===== config.mk =====
export PLATFORM = sky130hd
export DESIGN_NAME = seqmul_top
export DESIGN_NICKNAME = d
export VERILOG_FILES = /design/src/rtl/seqmul_pkg.sv /design/src/rtl/seqmul_ctrl.sv /design/src/rtl/seqmul_dpath.sv /design/src/rtl/seqmul_top.sv
export SDC_FILE = /design/constraint.sdc
export NUM_CORES = 1
export LEC_CHECK = 0
export ABC_AREA = 1
export ABC_CLOCK_PERIOD_IN_PS = 2400
export BUFFER_PORTS_ARGS = -buffer_cell sky130_fd_sc_hd__buf_2
export CAP_MARGIN = 5
export CORE_ASPECT_RATIO = 0.75
export CORE_UTILIZATION = 35
export CTS_CLUSTER_SIZE = 12
export DETAILED_ROUTE_END_ITERATION = 6
export SKIP_CTS_REPAIR_TIMING = 1
export SLEW_MARGIN = 20
export SYNTH_ARGS = -nofsm -noshare
export SYNTH_HDL_FRONTEND = slang
export SYNTH_HIERARCHICAL = 1
export SYNTH_SLANG_ARGS = --single-unit
export TNS_END_PERCENT = 30

===== constraint.sdc =====
create_clock -name clk -period 2.4 [get_ports clk]
set_input_delay 0.48 -clock clk [delete_from_list [all_inputs] [get_ports clk]]
set_output_delay 0.48 -clock clk [all_outputs]
set_load 0.005 [all_outputs]

===== src/rtl/seqmul_pkg.sv =====
package seqmul_pkg;

    // Default operand width; the product is twice as wide.
    localparam int DEF_OP_W = 32;

    typedef enum logic {
        ST_IDLE = 1'b0,
        ST_RUN  = 1'b1
    } seq_state_e;

    // Width of a counter that indexes steps 0 .. w-1.
    function automatic int step_cnt_w(input int w);
        return (w > 2) ? $clog2(w) : 1;
    endfunction

endpackage


===== src/rtl/seqmul_ctrl.sv =====
module seqmul_ctrl
    import seqmul_pkg::*;
#(
    parameter int OP_W = DEF_OP_W
) (
    input  logic clk,
    input  logic rst,
    input  logic start,
    output logic load,
    output logic step,
    output logic busy,
    output logic done
);
    localparam int             CW   = step_cnt_w(OP_W);
    localparam logic [CW-1:0]  LAST = CW'(OP_W - 1);

    seq_state_e    state_q;
    logic [CW-1:0] cnt_q;
    logic          done_q;

    assign load = start && (state_q == ST_IDLE);
    assign step = (state_q == ST_RUN);
    assign busy = (state_q == ST_RUN);
    assign done = done_q;

    always_ff @(posedge clk) begin
        if (rst) begin
            state_q <= ST_IDLE;
            cnt_q   <= '0;
            done_q  <= 1'b0;
        end else begin
            done_q <= 1'b0;
            unique case (state_q)
                ST_IDLE: begin
                    if (start) begin
                        state_q <= ST_RUN;
                        cnt_q   <= '0;
                    end
                end
                ST_RUN: begin
                    cnt_q <= cnt_q + CW'(1);
                    if (cnt_q == LAST) begin
                        state_q <= ST_IDLE;
                        done_q  <= 1'b1;
                    end
                end
                default: state_q <= ST_IDLE;
            endcase
        end
    end


    done_pulse_chk: assert property (@(posedge clk) disable iff (rst)
        done |=> !done);


    busy_done_excl_chk: assert property (@(posedge clk) disable iff (rst)
        !(busy && done));


    run_len_chk: assert property (@(posedge clk) disable iff (rst)
        (busy && cnt_q != LAST) |=> busy);


    start_ignored_chk: assert property (@(posedge clk) disable iff (rst)
        (busy && start && cnt_q != LAST) |=> (cnt_q == $past(cnt_q) + CW'(1)));

endmodule


===== src/rtl/seqmul_dpath.sv =====
module seqmul_dpath
    import seqmul_pkg::*;
#(
    parameter int OP_W = DEF_OP_W
) (
    input  logic              clk,
    input  logic              rst,
    input  logic              load,
    input  logic              step,
    input  logic [OP_W-1:0]   mcand_i,
    input  logic [OP_W-1:0]   mplier_i,
    output logic [2*OP_W-1:0] product
);
    localparam int PW = 2 * OP_W;

    typedef struct packed {
        logic [PW-1:0]   mcand;   // shifts toward the MSB each step
        logic [OP_W-1:0] mplier;  // shifts toward the LSB each step
        logic [PW-1:0]   acc;     // running sum of partial products
    } dp_regs_t;

    dp_regs_t q, d;

    always_comb begin
        d = q;
        if (load) begin
            d.mcand  = {{OP_W{1'b0}}, mcand_i};
            d.mplier = mplier_i;
            d.acc    = '0;
        end else if (step) begin
            if (q.mplier[0]) begin
                d.acc = q.acc + q.mcand;
            end
            d.mcand  = q.mcand << 1;
            d.mplier = q.mplier >> 1;
        end
    end

    always_ff @(posedge clk) begin
        if (rst) begin
            q <= '0;
        end else begin
            q <= d;
        end
    end

    assign product = q.acc;


    load_capture_chk: assert property (@(posedge clk) disable iff (rst)
        load |=> (q.acc == '0) && (q.mplier == $past(mplier_i))
                 && (q.mcand[PW-1:OP_W] == '0));


    skip_add_chk: assert property (@(posedge clk) disable iff (rst)
        (step && !load && !q.mplier[0]) |=> $stable(q.acc));


    mplier_drain_chk: assert property (@(posedge clk) disable iff (rst)
        (step && !load) |=> ($countones(q.mplier) <= $countones($past(q.mplier))));


    idle_hold_chk: assert property (@(posedge clk) disable iff (rst)
        (!load && !step) |=> $stable(q));

endmodule


===== src/rtl/seqmul_top.sv =====
module seqmul_top
    import seqmul_pkg::*;
#(
    parameter int OP_W = DEF_OP_W
) (
    input  logic              clk,
    input  logic              rst,
    input  logic              start,
    input  logic [OP_W-1:0]   mcand_i,
    input  logic [OP_W-1:0]   mplier_i,
    output logic              busy,
    output logic              done,
    output logic [2*OP_W-1:0] product
);
    logic load, step;

    seqmul_ctrl #(.OP_W(OP_W)) u_ctrl (
        .clk   (clk),
        .rst   (rst),
        .start (start),
        .load  (load),
        .step  (step),
        .busy  (busy),
        .done  (done)
    );

    seqmul_dpath #(.OP_W(OP_W)) u_dpath (
        .clk      (clk),
        .rst      (rst),
        .load     (load),
        .step     (step),
        .mcand_i  (mcand_i),
        .mplier_i (mplier_i),
        .product  (product)
    );


    product_hold_chk: assert property (@(posedge clk) disable iff (rst)
        (!busy && !start) |=> $stable(product));

endmodule


==> reports/metrics.cfg, run 1 <==
[floorplanning]
fp.dieH_um = 169.6
rows = 60
start_util_pct = 36.02
fp.dieW_um = 225.5
core_area_um2 = 36410
io_pins = 133
die-area_um2 = 38250

[job]
drv_cap = 0

[sta]
fin_crit_ns = 2.320
holdWs_ns = 0.2634
rsz0062_at_grt = yes
skew_ns = 0.01321
period_share_pct = 96.67
setup_tns_ns = 0
max_slew.worst_pin.slew_ns = 0.5362
maxSlewViolCount = 0
relSlewSlack_pct = 64.22
hold_violations = 0
max_clock_freq_mhz = 431.0
finalSetupViolations = 0

[global_routing]
grt_max_degree = 102
grt_pass1_vias = 12270
grt-ovfl-total = 0
grt_antenna_before_repair = 0
track_usage_pct = 22.94
grt_pass1_wl_um = 67810

[power]
pwr_density_cell_nw_per_um2 = 460.1
peakVddDrop_v = 0.0004639
finalPower_mw = 6.853
p_leak_nw = 8.859

[clocking]
clkSlewWorstSetupHoldPaths_ns = 0.08
clk_latency_ns = 0.47
root_buffer = clkbuf_16
cts_sinks = 167
h-tree-depth = 4
cts_buffers = 17
tritoncts = yes
cts_buffer_depth = 2

[setup_path]
crit_required_ns = 2.76
rr_worst_depth = 14
crit_top_cell = nand2_1
crit_chain = ha_2, nand2_2, inv_1, nand2_1, nand2_1, a21oi_2, buf_4, nor2_1, nor2_1, nand3_1, nand2_1, nand3_1, nand2_1, inv_1
r2r-start = u_dpath/product[41]$_SDFFE_PP0P_
ff2ff_setup_slack_ns = 0.08
cp-end-kind = flop
r2r_end = u_dpath/product[50]$_SDFFE_PP0P_
critPathKind = reg2reg
critPathLaunch = u_dpath/product[41]$_SDFFE_PP0P_
cp_data_arrival_time_ns = 2.68
crit_slowest_cell = dfxtp_1
startpoint_type = flop
path_max_fanout = 5
critPathMaxStageDelay_ns = 0.42

[placement]
io_buffers = 132
dp.cells = 2827
place.gp.congestion = 0.9945
hpwl_um = 34170

[layout]
final_cell_mix = 824 x nand2_1, 491 x inv_1, 165 x dfxtp_1, 132 x buf_2, 125 x nor2_1
layout-drive-gt1-share_pct = 13.48
final_nets = 2487
syn2layout_area_growth_pct = 13.58
finish.utilization_pct = 40.91
fin_cells = 2862
layout_commonest_cell = nand2_1
n_antenna_cell = 0

[status]
status = finished, final reports clean

[route]
drt-initial-drc-count = 1094
drtPass1Iterations = 5
wire_per_inst_um = 15.07
drc = 0
routed_wl_um = 43130
viasPerCell = 4.675
ant_nets = 0
vias = 13380

[worst_hold_path]
hold_path_end = u_dpath/q[96]$_SDFFE_PP0P_
hp-class = in2reg
min_from = mcand_i[0]
hold_depth = 3

[logic_synthesis]
syn_inst = 2267
yosysWarnings = 6
synth.distinct_cells = 35
yosysSeqAreaShare_pct = 25.49
syn-cell-area_um2 = 13110
syn_area_per_cell_um2 = 5.785
syn_nets = 2401
ys_seq_elements = 167

[flip-flops by register name, indices dropped and copies added (netlist names)]
| signal | cells |
|---|---|
| u_ctrl/cnt_q | 5 |
| u_ctrl/done | 1 |
| u_ctrl/busy | 1 |
| u_dpath/product | 64 |
| u_dpath/q | 96 |
[per-layer routing]
layer | vias to the layer above | GRT usage [%] | wire length (um)
met2 | 406 | 32.18 | 16900
met5 | - | 0 | 0
met4 | 0 | 4.851 | 558
li1 | 6921 | - | -
met1 | 6009 | 35.39 | 22460
met3 | 44 | 4.294 | 3213
[critical path, delay by kind of cell (launching register included)]
kind	cells	cell delay [ns]
simple gates	9	0.90
flops	1	0.42
fa+ha+maj	1	0.36
buf+inv	3	0.27
compound gates	1	0.23
[synth_stat cells]
cell type    n  share of area, %
a21oi_2      2              0.13
inv_1      493                14
o22ai_1      1             0.048
ha_1        66               6.3
fa_1         1              0.15
a21oi_1     82               3.1
a22oi_1     31               1.8
nand3_2      8              0.61
buf_6        1             0.086
nor2_4       1             0.086
nand4_1     11              0.52
nor4_2       2              0.19
inv_2        7              0.20
nor3_2       5              0.38
a31oi_1      1             0.048
o211ai_1     7              0.40
clkbuf_1    41               1.2
buf_2        9              0.34
dfxtp_1    167                25
buf_1        2             0.057
nand3_1     76               2.9
nand2_1    838                24
nor2_1     129               3.7
nor2_2      19              0.91
xor2_1      23               1.5
a31o_2       7              0.47
clkinv_1     4              0.11
o21ai_1      3              0.11
a211oi_1     1             0.057
o21bai_1    33               1.9
buf_4       66               3.8
nand2_2     19              0.91
o21ai_0     94               3.6
xnor2_1      6              0.40
nor3_1      11              0.42
[power breakdown]
part	total, mW	internal (mW)	leakage (nW)	switching, mW
registers	2.98	2.89	1.36	0.0904
clock network	2.90	1.43	0.298	1.48
logic	0.968	0.347	7.20	0.621
[layout make-up]
class / instances / area [um^2]
multi-input combinational: 1477 / 7301
clock inverter: 15 / 181.4
sequential: 167 / 3346
inverter: 504 / 1892
timing repair buffer: 186 / 1129
tap: 496 / 620.6
clock buffer: 17 / 425.4
fill: 4030 / 21520
[logic make-up (layout without fill, tap and decap cells)]
group | count (synthesis) | in the layout | synth area share, %
flip-flops | 167 | 167 | 25.49
AND/OR/NAND/NOR | 1119 | 1119 | 34.61
adder cells (fa/ha/maj) | 67 | 67 | 6.450
AO/OA/AOI/OAI | 262 | 262 | 11.65
buffers and inverters | 623 | 722 | 19.86
XOR/XNOR | 29 | 29 | 1.937
[worst max-delay path by stage]
| stage | slack (ns) | to | cells past startpoint |
|---|---|---|---|
| after CTS | -0.18 | u_dpath/product[38]$_SDFFE_PP0P_ | 14 |
| after global routing | -0.04 | u_dpath/product[50]$_SDFFE_PP0P_ | 14 |
| after global placement | -0.20 | u_dpath/product[38]$_SDFFE_PP0P_ | 14 |
| after floorplan | 0.45 | u_dpath/product[60]$_SDFFE_PP0P_ | 16 |
| final | 0.08 | u_dpath/product[50]$_SDFFE_PP0P_ | 14 |
| after detailed placement | -0.17 | u_dpath/product[38]$_SDFFE_PP0P_ | 14 |
[metrics by stage]
step | area, um^2 | setup slack [ns]
6_report | 14890 | 0.07996
5_1_grt | 14890 | -0.03839
4_1_cts | 14760 | -0.1776
3_5_place_dp | 14150 | -0.1669
3_3_place_gp | 14150 | -0.1957
2_1_floorplan | 13110 | 0.4525
Power figures use the tool's default switching activity.
==> run 2: changes to the inputs <==
--- a/config.mk
+++ b/config.mk
@@ -13,6 +13,7 @@
 export CORE_UTILIZATION = 35
 export CTS_CLUSTER_SIZE = 12
 export DETAILED_ROUTE_END_ITERATION = 6
+export PLACE_DENSITY_LB_ADDON = 0.2
 export SKIP_CTS_REPAIR_TIMING = 1
 export SLEW_MARGIN = 20
 export SYNTH_ARGS = -nofsm -noshare
==> run 2 against run 1 <==
Effect of this change:
- setup slack better by 0.0082 ns
- largest cell class unchanged
- die area unchanged
- highest routed layer unchanged
- critical path type unchanged
- wire length up 4.5%
- largest power group is now the clock network
- total power up 1.8%
- sequential cell count unchanged
- global-route usage up 1.2 points
- final cell count up 0.63%
- count of clock-buffer cells in the layout unchanged
- non-clock buffer count up 18
- via count about the same
==> reports/metrics.cfg, run 2 (synthesis gave the netlist of run 1 again) <==
[placement]
pre_cts_ws_ns = -0.1617  ; was -0.1669 ns
hpwl_um = 36190  ; was 34170 um
place.gp.congestion = 0.9455  ; was 0.9945
io_buffers = 132  ; unchanged
dp.cells = 2846  ; was 2827

[sta]
period_share_pct = 96.33  ; was 96.67%
setup_tns_ns = 0  ; unchanged
max_slew.worst_pin.slew_ns = 0.5867  ; was 0.5362 ns
maxSlewViolCount = 0  ; unchanged
finalSetupViolations = 0  ; unchanged
fin_crit_ns = 2.312  ; was 2.320 ns
setup_slack_ns = 0.08814  ; was 0.07996 ns
rsz0062_at_grt = yes  ; unchanged
relSlewSlack_pct = 60.83  ; was 64.22%
max_clock_freq_mhz = 432.6  ; was 431.0 MHz
skew_ns = 0.01313  ; was 0.01321 ns
hold_violations = 0  ; unchanged

[layout]
layout_commonest_cell = nand2_1  ; unchanged
fin_cells = 2880  ; was 2862
fillCellCount = 4067  ; was 4030
n_antenna_cell = 0  ; unchanged
finish.utilization_pct = 41.44  ; was 40.91%
max_flop_register = u_dpath/q  ; unchanged
final_cell_mix = 817 x nand2_1, 491 x inv_1, 165 x dfxtp_1, 132 x buf_2, 122 x nor2_1  ; was 824 x nand2_1, 491 x inv_1, 165 x dfxtp_1, 132 x buf_2, 125 x nor2_1
final_nets = 2505  ; was 2487
layout-drive-gt1-share_pct = 14.47  ; was 13.48%
syn2layout_area_growth_pct = 15.07  ; was 13.58%
multi_input_area_um2 = 7327  ; was 7301 um^2
largest_register_ffs = 96  ; unchanged
ff_latch_area_um2 = 3346  ; unchanged

[clocking]
cts_buffer_depth = 2  ; unchanged
tritoncts = yes  ; unchanged
clk_latency_ns = 0.46  ; was 0.47 ns
cts_sinks = 167  ; unchanged
cts_buffers = 17  ; unchanged
root_buffer = clkbuf_16  ; unchanged
h-tree-depth = 4  ; unchanged
clkSlewWorstSetupHoldPaths_ns = 0.08  ; about the same

[route]
top_layer_used = met4  ; unchanged
ant_nets = 0  ; unchanged
vias = 13390  ; was 13380
drt-initial-drc-count = 1028  ; was 1094
drc = 0  ; unchanged
wire_per_inst_um = 15.65  ; was 15.07 um
wl_met3_um = 2749  ; was 3213 um
viasPerCell = 4.648  ; was 4.675
route.met2.wl_um = 17480  ; was 16900 um
routed_wl_um = 45070  ; was 43130 um
drtPass1Iterations = 5  ; unchanged
drt-met1-wl_um = 24610  ; was 22460 um

[power]
peakVddDrop_v = 0.0003916  ; was 0.0004639 V
finalPower_mw = 6.974  ; was 6.853 mW
pwr_density_cell_nw_per_um2 = 462.1  ; was 460.1 nW/um^2
p_leak_nw = 8.934  ; was 8.859 nW

[setup_path]
cp-end-kind = flop  ; unchanged
r2r_end = u_dpath/product[60]$_SDFFE_PP0P_  ; was u_dpath/product[50]$_SDFFE_PP0P_
startpoint_type = flop  ; unchanged
crit_top_cell = nand2_1  ; unchanged
cp_data_arrival_time_ns = 2.67  ; was 2.68 ns
critPathMaxStageDelay_ns = 0.42  ; about the same
critPathLaunch = u_dpath/product[0]$_SDFFE_PP0P_  ; was u_dpath/product[41]$_SDFFE_PP0P_
critPathKind = reg2reg  ; unchanged
path_delay_family = simple AND/OR/NAND/NOR gates  ; unchanged
crit_chain = ha_2, fa_2, nand3_1, nand3_2, nand2_1, nand2_2, nand2_1, nand2_4, nand2_2, nand2_4, nand2_2, nand2_1, nand2_1, nand3_1, nand2_1, inv_1  ; was ha_2, nand2_2, inv_1, nand2_1, nand2_1, a21oi_2, buf_4, nor2_1, nor2_1, nand3_1, nand2_1, nand3_1, nand2_1, inv_1
rr_worst_depth = 16  ; was 14
ff2ff_setup_slack_ns = 0.09  ; was 0.08 ns
r2r-start = u_dpath/product[0]$_SDFFE_PP0P_  ; was u_dpath/product[41]$_SDFFE_PP0P_
crit_buf_inv = 1  ; was 3
path_max_fanout = 4  ; was 5
crit_slowest_cell = fa_2  ; was dfxtp_1
path_depth = 16  ; was 14
crit_required_ns = 2.76  ; about the same
crit_end = u_dpath/product[60]$_SDFFE_PP0P_  ; was u_dpath/product[50]$_SDFFE_PP0P_

[global_routing]
grt_pass1_vias = 12360  ; was 12270
grt_max_degree = 53  ; was 102
grt-ovfl-total = 0  ; unchanged
track_usage_pct = 24.16  ; was 22.94%
grt_antenna_before_repair = 2  ; was 0
grt_pass1_wl_um = 70480  ; was 67810 um

[floorplanning]
fp.dieW_um = 225.5  ; unchanged
core_area_um2 = 36410  ; unchanged
rows = 60  ; unchanged
die-area_um2 = 38250  ; unchanged
io_pins = 133  ; unchanged
start_util_pct = 36.02  ; unchanged
fp.dieH_um = 169.6  ; unchanged

[worst_hold_path]
hp-class = in2reg  ; unchanged

[status]
status = finished, final reports clean  ; unchanged

[job]
drv_cap = 0  ; unchanged

## run 2: how the worst min path moves through the flow
stage                                     start                     endpoint  cells after the start
floorplan           u_dpath/q[133]$_SDFFE_PP0P_  u_dpath/q[133]$_SDFFE_PP0P_                      2
global placement    u_dpath/q[154]$_SDFFE_PP0P_  u_dpath/q[154]$_SDFFE_PP0P_                      2
detailed placement  u_dpath/q[138]$_SDFFE_PP0P_  u_dpath/q[138]$_SDFFE_PP0P_                      2
CTS                                  mcand_i[0]   u_dpath/q[96]$_SDFFE_PP0P_                      3
global route                         mcand_i[0]   u_dpath/q[96]$_SDFFE_PP0P_                      3
finish                               mcand_i[0]   u_dpath/q[96]$_SDFFE_PP0P_                      3
## run 2: where the power goes
| part | switching, mW | total [mW] | leakage, nW | internal (mW) |
|---|---|---|---|---|
| Sequential | 0.0896 | 2.98 | 1.36 | 2.89 |
| Combinational | 0.628 | 0.982 | 7.27 | 0.354 |
| Clock | 1.48 | 3.01 | 0.308 | 1.53 |
| Total | 2.20 | 6.97 | 8.93 | 4.78 |
## run 2: final cells by class
| type | count | area share, % |
|---|---|---|
| clock buffer | 17 | 2.819 |
| clock inverter | 15 | 1.426 |
| tap | 496 | 4.113 |
| timing repair buffer | 204 | 8.375 |
| inverter | 504 | 12.54 |
| sequential | 167 | 22.17 |
| multi-input combinational | 1477 | 48.56 |
## run 2: worst reg2reg max path, delay by kind of cell (launching register included)
kind          cells  cell delay [ns]
fa+ha+maj         2             0.64
simple gates     13             1.21
buf+inv           1             0.04
flops             1             0.33
## run 2: per-layer routing
layer	GRT usage, %	vias up
li1	-	6953
met2	33.28	300
met5	0	-
met3	4.103	14
met1	38.46	6118
met4	3.904	0
## run 2: per-stage QoR
step,hold WS [ns],area [um^2]
2_1_floorplan,0.4520,13110
3_3_place_gp,0.4705,14290
3_5_place_dp,0.4743,14290
4_1_cts,0.2435,14930
5_1_grt,0.2657,15090
6_report,0.2686,15090
